$ cat config.mk
export PLATFORM = sky130hd
export DESIGN_NAME = trg_out_sel
export DESIGN_NICKNAME = d
export VERILOG_FILES = /design/src/rtl/trg_sel_pkg.sv /design/src/rtl/trg_edge_det.sv /design/src/rtl/trg_out_mux.sv /design/src/rtl/trg_ctrl_reg.sv /design/src/rtl/trg_out_sel.sv
export SDC_FILE = /design/constraint.sdc
export NUM_CORES = 1
export LEC_CHECK = 0
export CORE_UTILIZATION = 28
export CTS_CLUSTER_DIAMETER = 100
export DETAILED_ROUTE_END_ITERATION = 8
export GPL_TIMING_DRIVEN = 0
export PLACE_DENSITY = 0.78
export SLEW_MARGIN = 10
export SYNTH_ARGS = -nofsm -noshare
export SYNTH_HDL_FRONTEND = slang
export SYNTH_SLANG_ARGS = --single-unit
$ cat constraint.sdc
create_clock -name clk_i -period 1.5 [get_ports clk_i]
set_clock_uncertainty 0.1 [all_clocks]
set_input_delay 0.3 -clock clk_i [delete_from_list [all_inputs] [get_ports clk_i]]
set_output_delay 0.3 -clock clk_i [all_outputs]
set_load 0.02 [all_outputs]
$ cat src/rtl/trg_sel_pkg.sv
package trg_sel_pkg;

  localparam int NUM_REF = 6;
  localparam int NUM_EVT = 3;
  localparam int MODE_W  = 4;

  typedef enum logic [MODE_W-1:0] {
    MODE_RST     = 4'd0,
    MODE_EN      = 4'd1,
    MODE_UPD     = 4'd2,
    MODE_CMP_PLS = 4'd3,
    MODE_LVL1    = 4'd4,
    MODE_LVL2    = 4'd5,
    MODE_LVL3    = 4'd6,
    MODE_LVL4    = 4'd7,
    MODE_LVL5    = 4'd8,
    MODE_LVL6    = 4'd9,
    MODE_E4_ANY  = 4'd10,
    MODE_E6_ANY  = 4'd11,
    MODE_R4_R6   = 4'd12,
    MODE_R4_F6   = 4'd13,
    MODE_R5_R6   = 4'd14,
    MODE_R5_F6   = 4'd15
  } trg_mode_e;

  typedef struct packed {
    logic upd;
    logic en;
    logic rst;
  } trg_evt_t;

endpackage

$ cat src/rtl/trg_edge_det.sv
module trg_edge_det #(
  parameter int N = 6
) (
  input  logic         clk_i,
  input  logic         rst_ni,
  input  logic [N-1:0] lvl_i,
  output logic [N-1:0] rise_o,
  output logic [N-1:0] fall_o
);

  logic [N-1:0] prev_q;

  always_ff @(posedge clk_i or negedge rst_ni) begin
    if (!rst_ni) prev_q <= '0;
    else         prev_q <= lvl_i;
  end

  assign rise_o = lvl_i & ~prev_q;
  assign fall_o = ~lvl_i & prev_q;

  // a level cannot rise on two consecutive cycles
  a_r10_no_back_to_back_rise: assert property (@(posedge clk_i) disable iff (!rst_ni)
    (rise_o & $past(rise_o)) == '0);

  // a level cannot fall on two consecutive cycles
  a_r10_no_back_to_back_fall: assert property (@(posedge clk_i) disable iff (!rst_ni)
    (fall_o & $past(fall_o)) == '0);

endmodule

$ cat src/rtl/trg_out_mux.sv
module trg_out_mux
  import trg_sel_pkg::*;
#(
  parameter int SEL_W = 4,
  parameter int N_REF = NUM_REF
) (
  input  logic             clk_i,
  input  logic             rst_ni,
  input  logic [SEL_W-1:0] mode_i,
  input  trg_evt_t         evt_i,
  input  logic [N_REF-1:0] lvl_i,
  input  logic [N_REF-1:0] rise_i,
  input  logic [N_REF-1:0] fall_i,
  output logic             trg_o
);

  localparam int LVL_BASE = 4;

  trg_mode_e    mode_w;
  logic [2:0]   evt_bits;
  logic         trg_d;
  logic         trg_q;

  assign mode_w   = trg_mode_e'(MODE_W'(mode_i));
  assign evt_bits = {evt_i.upd, evt_i.en, evt_i.rst};

  always_comb begin
    unique case (mode_w)
      MODE_RST:     trg_d = evt_i.rst;
      MODE_EN:      trg_d = evt_i.en;
      MODE_UPD:     trg_d = evt_i.upd;
      MODE_CMP_PLS: trg_d = rise_i[0];
      MODE_LVL1:    trg_d = lvl_i[0];
      MODE_LVL2:    trg_d = lvl_i[1];
      MODE_LVL3:    trg_d = lvl_i[2];
      MODE_LVL4:    trg_d = lvl_i[3];
      MODE_LVL5:    trg_d = lvl_i[4];
      MODE_LVL6:    trg_d = lvl_i[5];
      MODE_E4_ANY:  trg_d = rise_i[3] | fall_i[3];
      MODE_E6_ANY:  trg_d = rise_i[5] | fall_i[5];
      MODE_R4_R6:   trg_d = rise_i[3] | rise_i[5];
      MODE_R4_F6:   trg_d = rise_i[3] | fall_i[5];
      MODE_R5_R6:   trg_d = rise_i[4] | rise_i[5];
      MODE_R5_F6:   trg_d = rise_i[4] | fall_i[5];
      default:      trg_d = 1'b0;
    endcase
  end

  always_ff @(posedge clk_i or negedge rst_ni) begin
    if (!rst_ni) trg_q <= 1'b0;
    else         trg_q <= trg_d;
  end

  assign trg_o = trg_q;

  // edge-detector outputs that no mode selects
  logic unused_edges;
  assign unused_edges = ^{rise_i[2:1], fall_i[2:0], fall_i[4]};

  // event modes forward the selected event one cycle later
  a_r4_event_pass: assert property (@(posedge clk_i) disable iff (!rst_ni)
    (mode_w <= MODE_UPD && $stable(mode_w)) |-> trg_q == $past(evt_bits[mode_w[1:0]]));

  // level modes follow the selected reference one cycle later
  a_r6_level_follow: assert property (@(posedge clk_i) disable iff (!rst_ni)
    (mode_w >= MODE_LVL1 && mode_w <= MODE_LVL6 && $stable(mode_w))
      |-> trg_q == $past(lvl_i[3'(mode_w - 4'(LVL_BASE))]));

  // an edge-mode pulse needs an edge in the previous cycle
  a_r10_pulse_has_edge: assert property (@(posedge clk_i) disable iff (!rst_ni)
    (mode_w >= MODE_E4_ANY && $stable(mode_w) && trg_q) |-> $past(|{rise_i, fall_i}));

endmodule

$ cat src/rtl/trg_ctrl_reg.sv
module trg_ctrl_reg #(
  parameter int REG_W   = 32,
  parameter int LEG_W   = 3,
  parameter int LEG_LSB = 4,
  parameter int EXT_W   = 4,
  parameter int EXT_LSB = 20,
  parameter bit HAS_EXT = 1'b1
) (
  input  logic             clk_i,
  input  logic             rst_ni,
  input  logic             we_i,
  input  logic [REG_W-1:0] wdata_i,
  output logic [REG_W-1:0] rdata_o,
  output logic [LEG_W-1:0] leg_mode_o,
  output logic [EXT_W-1:0] ext_mode_o
);

  logic [LEG_W-1:0] leg_q;

  always_ff @(posedge clk_i or negedge rst_ni) begin
    if (!rst_ni)   leg_q <= '0;
    else if (we_i) leg_q <= wdata_i[LEG_LSB +: LEG_W];
  end

  generate
    if (HAS_EXT) begin : g_ext
      logic [EXT_W-1:0] ext_q;
      always_ff @(posedge clk_i or negedge rst_ni) begin
        if (!rst_ni)   ext_q <= '0;
        else if (we_i) ext_q <= wdata_i[EXT_LSB +: EXT_W];
      end
      assign ext_mode_o = ext_q;

      // extended field captures the written value
      a_r2_ext_write: assert property (@(posedge clk_i) disable iff (!rst_ni)
        we_i |=> ext_mode_o == $past(wdata_i[EXT_LSB +: EXT_W]));
    end else begin : g_no_ext
      // field absent, ties to zero
      assign ext_mode_o = '0;
    end
  endgenerate

  always_comb begin
    rdata_o = '0;
    rdata_o[LEG_LSB +: LEG_W] = leg_q;
    rdata_o[EXT_LSB +: EXT_W] = ext_mode_o;
  end

  assign leg_mode_o = leg_q;

  logic unused_wdata;
  assign unused_wdata = ^wdata_i;

  // legacy field captures the written value
  a_r2_leg_write: assert property (@(posedge clk_i) disable iff (!rst_ni)
    we_i |=> leg_mode_o == $past(wdata_i[LEG_LSB +: LEG_W]));

  // legacy field holds without a write
  a_r2_leg_hold: assert property (@(posedge clk_i) disable iff (!rst_ni)
    !we_i |=> $stable(leg_mode_o));

endmodule

$ cat src/rtl/trg_out_sel.sv
module trg_out_sel
  import trg_sel_pkg::*;
#(
  parameter bit HAS_TRG2 = 1'b1,
  parameter int REG_W    = 32,
  parameter int LEG_W    = 3,
  parameter int LEG_LSB  = 4,
  parameter int EXT_W    = MODE_W,
  parameter int EXT_LSB  = 20
) (
  input  logic               clk_i,
  input  logic               rst_ni,
  input  logic               reg_we_i,
  input  logic [REG_W-1:0]   reg_wdata_i,
  output logic [REG_W-1:0]   reg_rdata_o,
  input  logic               cnt_rst_i,
  input  logic               cnt_en_i,
  input  logic               cnt_upd_i,
  input  logic [NUM_REF-1:0] oc_ref_i,
  output logic               trg_o,
  output logic               trg2_o
);

  localparam logic [REG_W-1:0] FIELD_MASK =
    (((REG_W)'(1) << LEG_W) - 1) << LEG_LSB | (((REG_W)'(1) << EXT_W) - 1) << EXT_LSB;

  logic [LEG_W-1:0]   leg_mode;
  logic [EXT_W-1:0]   ext_mode;
  logic [NUM_REF-1:0] rise, fall;
  trg_evt_t           evt;

  assign evt = '{upd: cnt_upd_i, en: cnt_en_i, rst: cnt_rst_i};

  trg_ctrl_reg #(
    .REG_W(REG_W), .LEG_W(LEG_W), .LEG_LSB(LEG_LSB),
    .EXT_W(EXT_W), .EXT_LSB(EXT_LSB), .HAS_EXT(HAS_TRG2)
  ) i_ctrl (
    .clk_i, .rst_ni,
    .we_i       (reg_we_i),
    .wdata_i    (reg_wdata_i),
    .rdata_o    (reg_rdata_o),
    .leg_mode_o (leg_mode),
    .ext_mode_o (ext_mode)
  );

  trg_edge_det #(.N(NUM_REF)) i_edge (
    .clk_i, .rst_ni,
    .lvl_i  (oc_ref_i),
    .rise_o (rise),
    .fall_o (fall)
  );

  trg_out_mux #(.SEL_W(LEG_W), .N_REF(NUM_REF)) i_mux_leg (
    .clk_i, .rst_ni,
    .mode_i (leg_mode),
    .evt_i  (evt),
    .lvl_i  (oc_ref_i),
    .rise_i (rise),
    .fall_i (fall),
    .trg_o  (trg_o)
  );

  generate
    if (HAS_TRG2) begin : g_trg2
      trg_out_mux #(.SEL_W(EXT_W), .N_REF(NUM_REF)) i_mux_ext (
        .clk_i, .rst_ni,
        .mode_i (ext_mode),
        .evt_i  (evt),
        .lvl_i  (oc_ref_i),
        .rise_i (rise),
        .fall_i (fall),
        .trg_o  (trg2_o)
      );
    end else begin : g_no_trg2
      assign trg2_o = 1'b0;
      logic unused_ext;
      assign unused_ext = ^ext_mode;
    end
  endgenerate

  // bits outside both fields read zero
  a_r2_reserved_zero: assert property (@(posedge clk_i) disable iff (!rst_ni)
    (reg_rdata_o & ~FIELD_MASK) == '0);

  // immediate check of reset state
  always_comb begin
    if (!rst_ni) begin
      a_r1_reset_rdata: assert (reg_rdata_o == '0 || $isunknown(reg_rdata_o));
    end
  end

endmodule

Word level (Yosys, flattened, before mapping)
Cells that the tools add are included.
Storage, ports and cells
  register bits after elaboration: 15
  bits of input ports: 44
  output and inout bits: 34
  logic and storage cells: 41
Operators by class
  eq/ne operators: 22
  mux-type cells: 2
  bitwise operators: 10
  reduce and logical (&&, ||, !) cells: 2
Operator list (number)
  4-bit == test (second input constant): 8
  4-bit by 3-bit == test with 1-bit output (second input constant): 4
  1-bit case mux with 16 select lines: 1
  6-bit bitwise AND: 2
  3-bit == test (second input constant): 4
  6-bit NOT: 2
  4-bit by 2-bit == test with 1-bit output (second input constant): 2
  4-bit logical NOT: 2
  1-bit case mux with 8 select lines: 1
  3-bit by 2-bit == test with 1-bit output (second input constant): 2
  1-bit bitwise OR: 6
  4-bit by 1-bit == test with 1-bit output (second input constant): 1
  3-bit by 1-bit == test with 1-bit output (second input constant): 1

Logic depth before layout (Yosys ltp)
  depth in word-level cells: 4
  depth in mapped cells: 6
  gate-level depth less buffers: 6

Cells and area by module
From an unflattened synthesis, not the netlist that was laid out.
Second synthesis, totals
  cell total of the unflattened synthesis: 95
  area total of the unflattened synthesis: 1093.5 µm²
By module, submodules not included
  trg_ctrl_reg: instances 1, cells an instance 48, area each 535.5 µm², sequential area each 175.2 µm²
  trg_edge_det: instances 1, cells an instance 18, area each 255.2 µm², sequential area each 150.1 µm²
  trg_out_mux (g_trg2.i_mux_ext): instances 1, cells an instance 25, area each 214.0 µm², sequential area each 25.0 µm²
  trg_out_mux (i_mux_leg): instances 1, cells an instance 4, area each 88.8 µm², sequential area each 25.0 µm²

Worst setup path before layout
Ideal clock, no wire load.
  path type: register to register
  start: register i_ctrl.g_ext.ext_q[0], in the netlist i_ctrl.ext_mode_o[0]
  end: register g_trg2.i_mux_ext.trg_q, in the netlist g_trg2.i_mux_ext.trg_o
  setup time: 0.126 ns
  arrival time: 1.473 ns
  required time: 1.274 ns
  path slack: -0.199 ns
  stages on the path, launching flop included: 6
  buffers on the path: 1
  period minus slack after synthesis: 1.699 ns
  cells stage by stage: dfrtp_1 > buf_6 > mux2_4 > a221oi_2 > a2111oi_1 > a221o_1
Between the ends
  cells in the longest elaborated chain, start to end: 2
  elaborated cells between the ends (all ways): 17
  classes of those cells: 15 x eq/ne; 1 x mux; 1 x reduce/logical
RTL lines
  start: declaration: RTL line trg_ctrl_reg.sv:27  | logic [EXT_W-1:0] ext_q;
  start signal: assignment: RTL line trg_ctrl_reg.sv:30  | else if (we_i) ext_q <= wdata_i[EXT_LSB +: EXT_W];
  4-bit == test, or another cell as far along: RTL line trg_out_mux.sv:28  | unique case (mode_w)
  1-bit case mux with 16 select lines *: RTL line trg_out_mux.sv:28
  via g_trg2.i_mux_ext.trg_d: RTL line trg_out_mux.sv:21  | logic trg_d;
  end signal: assignment: RTL line trg_out_mux.sv:51  | else trg_q <= trg_d;
  end: declaration: RTL line trg_out_mux.sv:22  | logic trg_q;
Mark *: on every way through the listed nets, which the timed path passes. The rest lies on a longest branch.
A chain may end at the register's enable or synchronous reset.

Worst setup path after layout
Ends and elaborated chain as after synthesis.

==> impl.org <==
** Status
- Status :: finished with violations
- Violations in the final reports :: negative setup slack

** Global route
- For this run, global-route usage on met1 was measured as a little under an eighth.
- Via count of the first global-routing pass :: about 650
- Met2 track utilization from global routing :: approximately a fifth
- The total overflow left after global routing is 0.
- GR Util All Layers :: 12.1%
- The initial antenna violation count came to 0.
- The first global-routing pass estimated 2950 um of wire.
- Met3 track demand over resource :: 5.71%
- Busiest layer in global routing :: met2
- Pin count of the biggest net entering global routing :: 14

** Synthesis
- The largest total area in the synthesized netlist belongs to sky130_fd_sc_hd__dfrtp_1.
- The most used flip-flop cell after synthesis is sky130_fd_sc_hd__dfrtp_1.
- The Yosys step of the flow raised 0 warnings.
- Count of mapped cells out of synthesis :: 85
- Share of Yosys cell area claimed by the top area cell type :: 36.2%
- Most numerous cell in the Yosys netlist :: sky130_fd_sc_hd__buf_4
- Counting instances in the post-synthesis netlist gives the leading cell types as 25 x sky130_fd_sc_hd__buf_4, 13 x sky130_fd_sc_hd__dfrtp_1, 7 x sky130_fd_sc_hd__mux2_1.
- After synthesis the netlist holds a flip-flop and latch count of 13.
- Yosys attributes the largest share of cell area to sky130_fd_sc_hd__dfrtp_1 36%, sky130_fd_sc_hd__buf_4 21%, sky130_fd_sc_hd__mux2_1 8.8%, sky130_fd_sc_hd__mux4_2 5.0%, sky130_fd_sc_hd__ha_1 2.8%.
- After synthesis, the share of flip-flops with an asynchronous set or reset is 100%.
- Syn Std Cell Area :: around 900 um^2
- Mean post-synth cell area :: roughly 11 um^2
- Counting flops with a built-in enable in the synthesized netlist gives 0.
- Summing the sequential cell areas from Yosys gives 36.2% of the chip area.
- In this run, distinct cell masters in the synthesized netlist total 30.

** Detailed routing
- In the routed design, unresolved DRC markers number 0.
- 1st-iter DRT viols :: 6
- Before antenna repair, the detailed router went through 4 iterations.
- Dividing the detail-routed wire length by the instance count gives approximately 9.9 um.
- The final route contains 734 vias.
- Number of antenna-violating nets in the routed design :: 0
- After detailed routing, the total wire length is ~1800 um.
- In the routed layout, each cell is associated on average with a via count of 4.01.

** Worst setup path
- Slowest-stage cell, CP :: sky130_fd_sc_hd__dfrtp_2
- The number of buffers and inverters on the critical path is 1.
- The worst register-to-register path has a depth of 5.
- In this run the critical register-to-register path is captured at g_trg2.i_mux_ext.trg_o$_DFF_PN0_.
- Of all nets on the critical path, the largest fanout is 9.
- For the worst setup path, the data required time is 1560 ps.
- Largest stage delay on the critical path :: 410 ps
- Grouping stages by cell kind, the critical path spends the most delay in compound AO/OA/AOI/OAI gates.
- The worst register-to-register path begins at i_ctrl.ext_mode_o[0]$_DFFE_PN0P_.
- The worst setup path is launched from a register.
- In this run the number of cells on the critical path is 5.
- Internal reg-to-reg setup slack :: -170 ps
- Kind of capture point of the worst setup path :: register
- Cell-by-cell trace of the critical path :: buf_6 -> mux2_4 -> a221oi_2 -> a2111oi_1 -> a221o_1
- Worst Setup Path Type :: register to register
- Worst endpoint data arrival time :: between 1500 and 2000 ps

** Timing
- For this run, the top clock speed supported by timing is 0.597 GHz.
- The count of pins over their slew limit came to 0.
- Worst-Margin Slew :: 581 ps
- After layout, the worst path uses 112% of the clock period.
- Post-layout worst setup margin :: -174 ps
- Setup repair after global routing could not meet its margin everywhere.
- Relative slew slack :: 61.2%
- Final setup violation count :: 1
- After layout, the minimum clock period comes to 1670 ps.
- Number of failing hold endpoints at the final stage :: 0
- Worst-case hold slack :: 222 ps

** Floorplanning
- The floorplan step defined a die boundary enclosing 0.00344 mm^2.
- Initial core utilization :: 29.4%
- IO Count :: 78
- Row count :: 20
- DIE WIDTH :: slightly below 60 um
- The floorplan step set the die height to 58.6 um.
- Total core area :: roughly 0.0031 mm^2

** Pwr
- VDD IR-drop max :: 0.000425 V
- For this design the ratio of total power to cell area is 756 mW/mm^2.
- For this design the static power due to leakage is 0.660 nW.

** Layout
- Antenna Diode Count :: 0
- Counting the fill cells in the layout gives 307.
- Fraction of final layout cells with drive strength greater than 1 :: a little under a third
- The finished layout holds 183 standard cells, fillers aside.
- Area added between synthesis and finish :: 47.9%
- Utilization after layout :: between 40% and 50%
- Post-layout net count :: 186

** Placement
- After legalization and detailed placement, the total HPWL measured 1560 um.
- Input and output buffers added on the ports amount to 26.
- Once placement completed, the tool counted placed cells totaling between 150 and 200.
- Routability-driven placement finished with a final weighted congestion of approximately 0.84.

** Clock tree
- Post-CTS repair changed the size of 13 cells.
- Buffers added to address setup during post-CTS repair amount to 0.
- CTS saw 13 sinks.
- In this run the number of H-tree levels came out at 1.
- CTS buffer count :: 3
- Clk slew on worst S/H paths :: about 80 ps
- TritonCTS built the clock tree.
- Buffers inserted to repair hold after CTS numbered 0.
- Clock latency reported for the late side of the worst-skew pair :: 280 ps
- The clock passes through at most 2 buffers.
- The tree is rooted in a sky130_fd_sc_hd__clkbuf_4.

** Min path
- Cell depth of the worst hold path :: 1
- The worst hold path terminates at i_edge.prev_q[0]$_DFF_PN0_.
- Source of the worst hold timing path :: oc_ref_i[0]
- The worst hold path belongs to the class primary input to register.

** Run
- Across the run, the number of max-cap violations was 0.
[worst max-delay path by stage]
stage | slack, ps | start | end
after floorplan | -140 | i_ctrl.ext_mode_o[0]$_DFFE_PN0P_ | g_trg2.i_mux_ext.trg_o$_DFF_PN0_
after global placement | -550 | oc_ref_i[5] | g_trg2.i_mux_ext.trg_o$_DFF_PN0_
after detailed placement | -580 | oc_ref_i[5] | g_trg2.i_mux_ext.trg_o$_DFF_PN0_
after CTS | -170 | i_ctrl.ext_mode_o[0]$_DFFE_PN0P_ | g_trg2.i_mux_ext.trg_o$_DFF_PN0_
after global routing | -220 | i_ctrl.ext_mode_o[0]$_DFFE_PN0P_ | g_trg2.i_mux_ext.trg_o$_DFF_PN0_
final | -170 | i_ctrl.ext_mode_o[0]$_DFFE_PN0P_ | g_trg2.i_mux_ext.trg_o$_DFF_PN0_
[registers in the layout (all words and copies together) (netlist names)]
| signal | count |
|---|---|
| i_ctrl.ext_mode_o | 4 |
| i_edge.prev_q | 4 |
| i_ctrl.leg_mode_o | 3 |
| i_mux_leg.trg_o | 1 |
| g_trg2.i_mux_ext.trg_o | 1 |
[stage by stage]
stage / setup WS, ps / cell area, um^2 / setup TNS (ps) / power (mW)
finish: -174 / 1330 / -174 / 1.00
global route: -224 / 1330 / -224 / 1.08
CTS: -174 / 1330 / -199 / 1.02
detailed placement: -575 / 1320 / -965 / 0.825
global placement: -549 / 1320 / -913 / 0.813
floorplan: -144 / 1000 / -144 / 0.679
[cell usage in the layout, fill, tap and decap left out, drive strengths merged, types with 3 or more instances in the layout]
master	n
nor2	4
clkdlybuf4s50	15
buf	27
dlygate4sd2	9
nand2	3
mux2	9
dfrtp	13
conb	25
o21ai	4
inv	3
clkbuf	6
[power by group]
| group | internal (mW) | switching, mW |
|---|---|---|
| Combinational | 0.187 | 0.197 |
| Clock | 0.0990 | 0.111 |
| Sequential | 0.387 | 0.0235 |
| Total | 0.673 | 0.331 |
[area by class of cell]
class	instances	area (um^2)	area share (%)
timing repair buffer	26	244	18.4
sequential	13	328	24.7
multi-input combinational	64	450	33.9
tap	44	55.1	4.14
inverter	3	11.3	0.847
buffer	29	213	16.0
clock inverter	1	5.00	0.377
clock buffer	3	22.5	1.69
[worst reg2reg max path: cells and delay by family, from the launching register on]
family / cells / cell delay [ps]
compound gates: 3 / 610
buf+inv: 1 / 140
mux: 1 / 300
flops: 1 / 410
[layer usage]
layer	vias to the layer above	part of all wire, %
met5	-	0
met4	0	2.3
met3	7	9.9
met2	40	52
met1	332	35
li1	355	-
[cell families after synthesis]
logic type	after synthesis	share of synthesized area [%]
muxes	12	17.8
other	1	0.417
adders and majority gates	2	2.79
DFF	13	36.2
buffers and inverters	32	24.8
AOI/OAI and AO/OA	10	8.63
and+or+nand+nor	15	9.33
(Power assumes the default switching activity.)
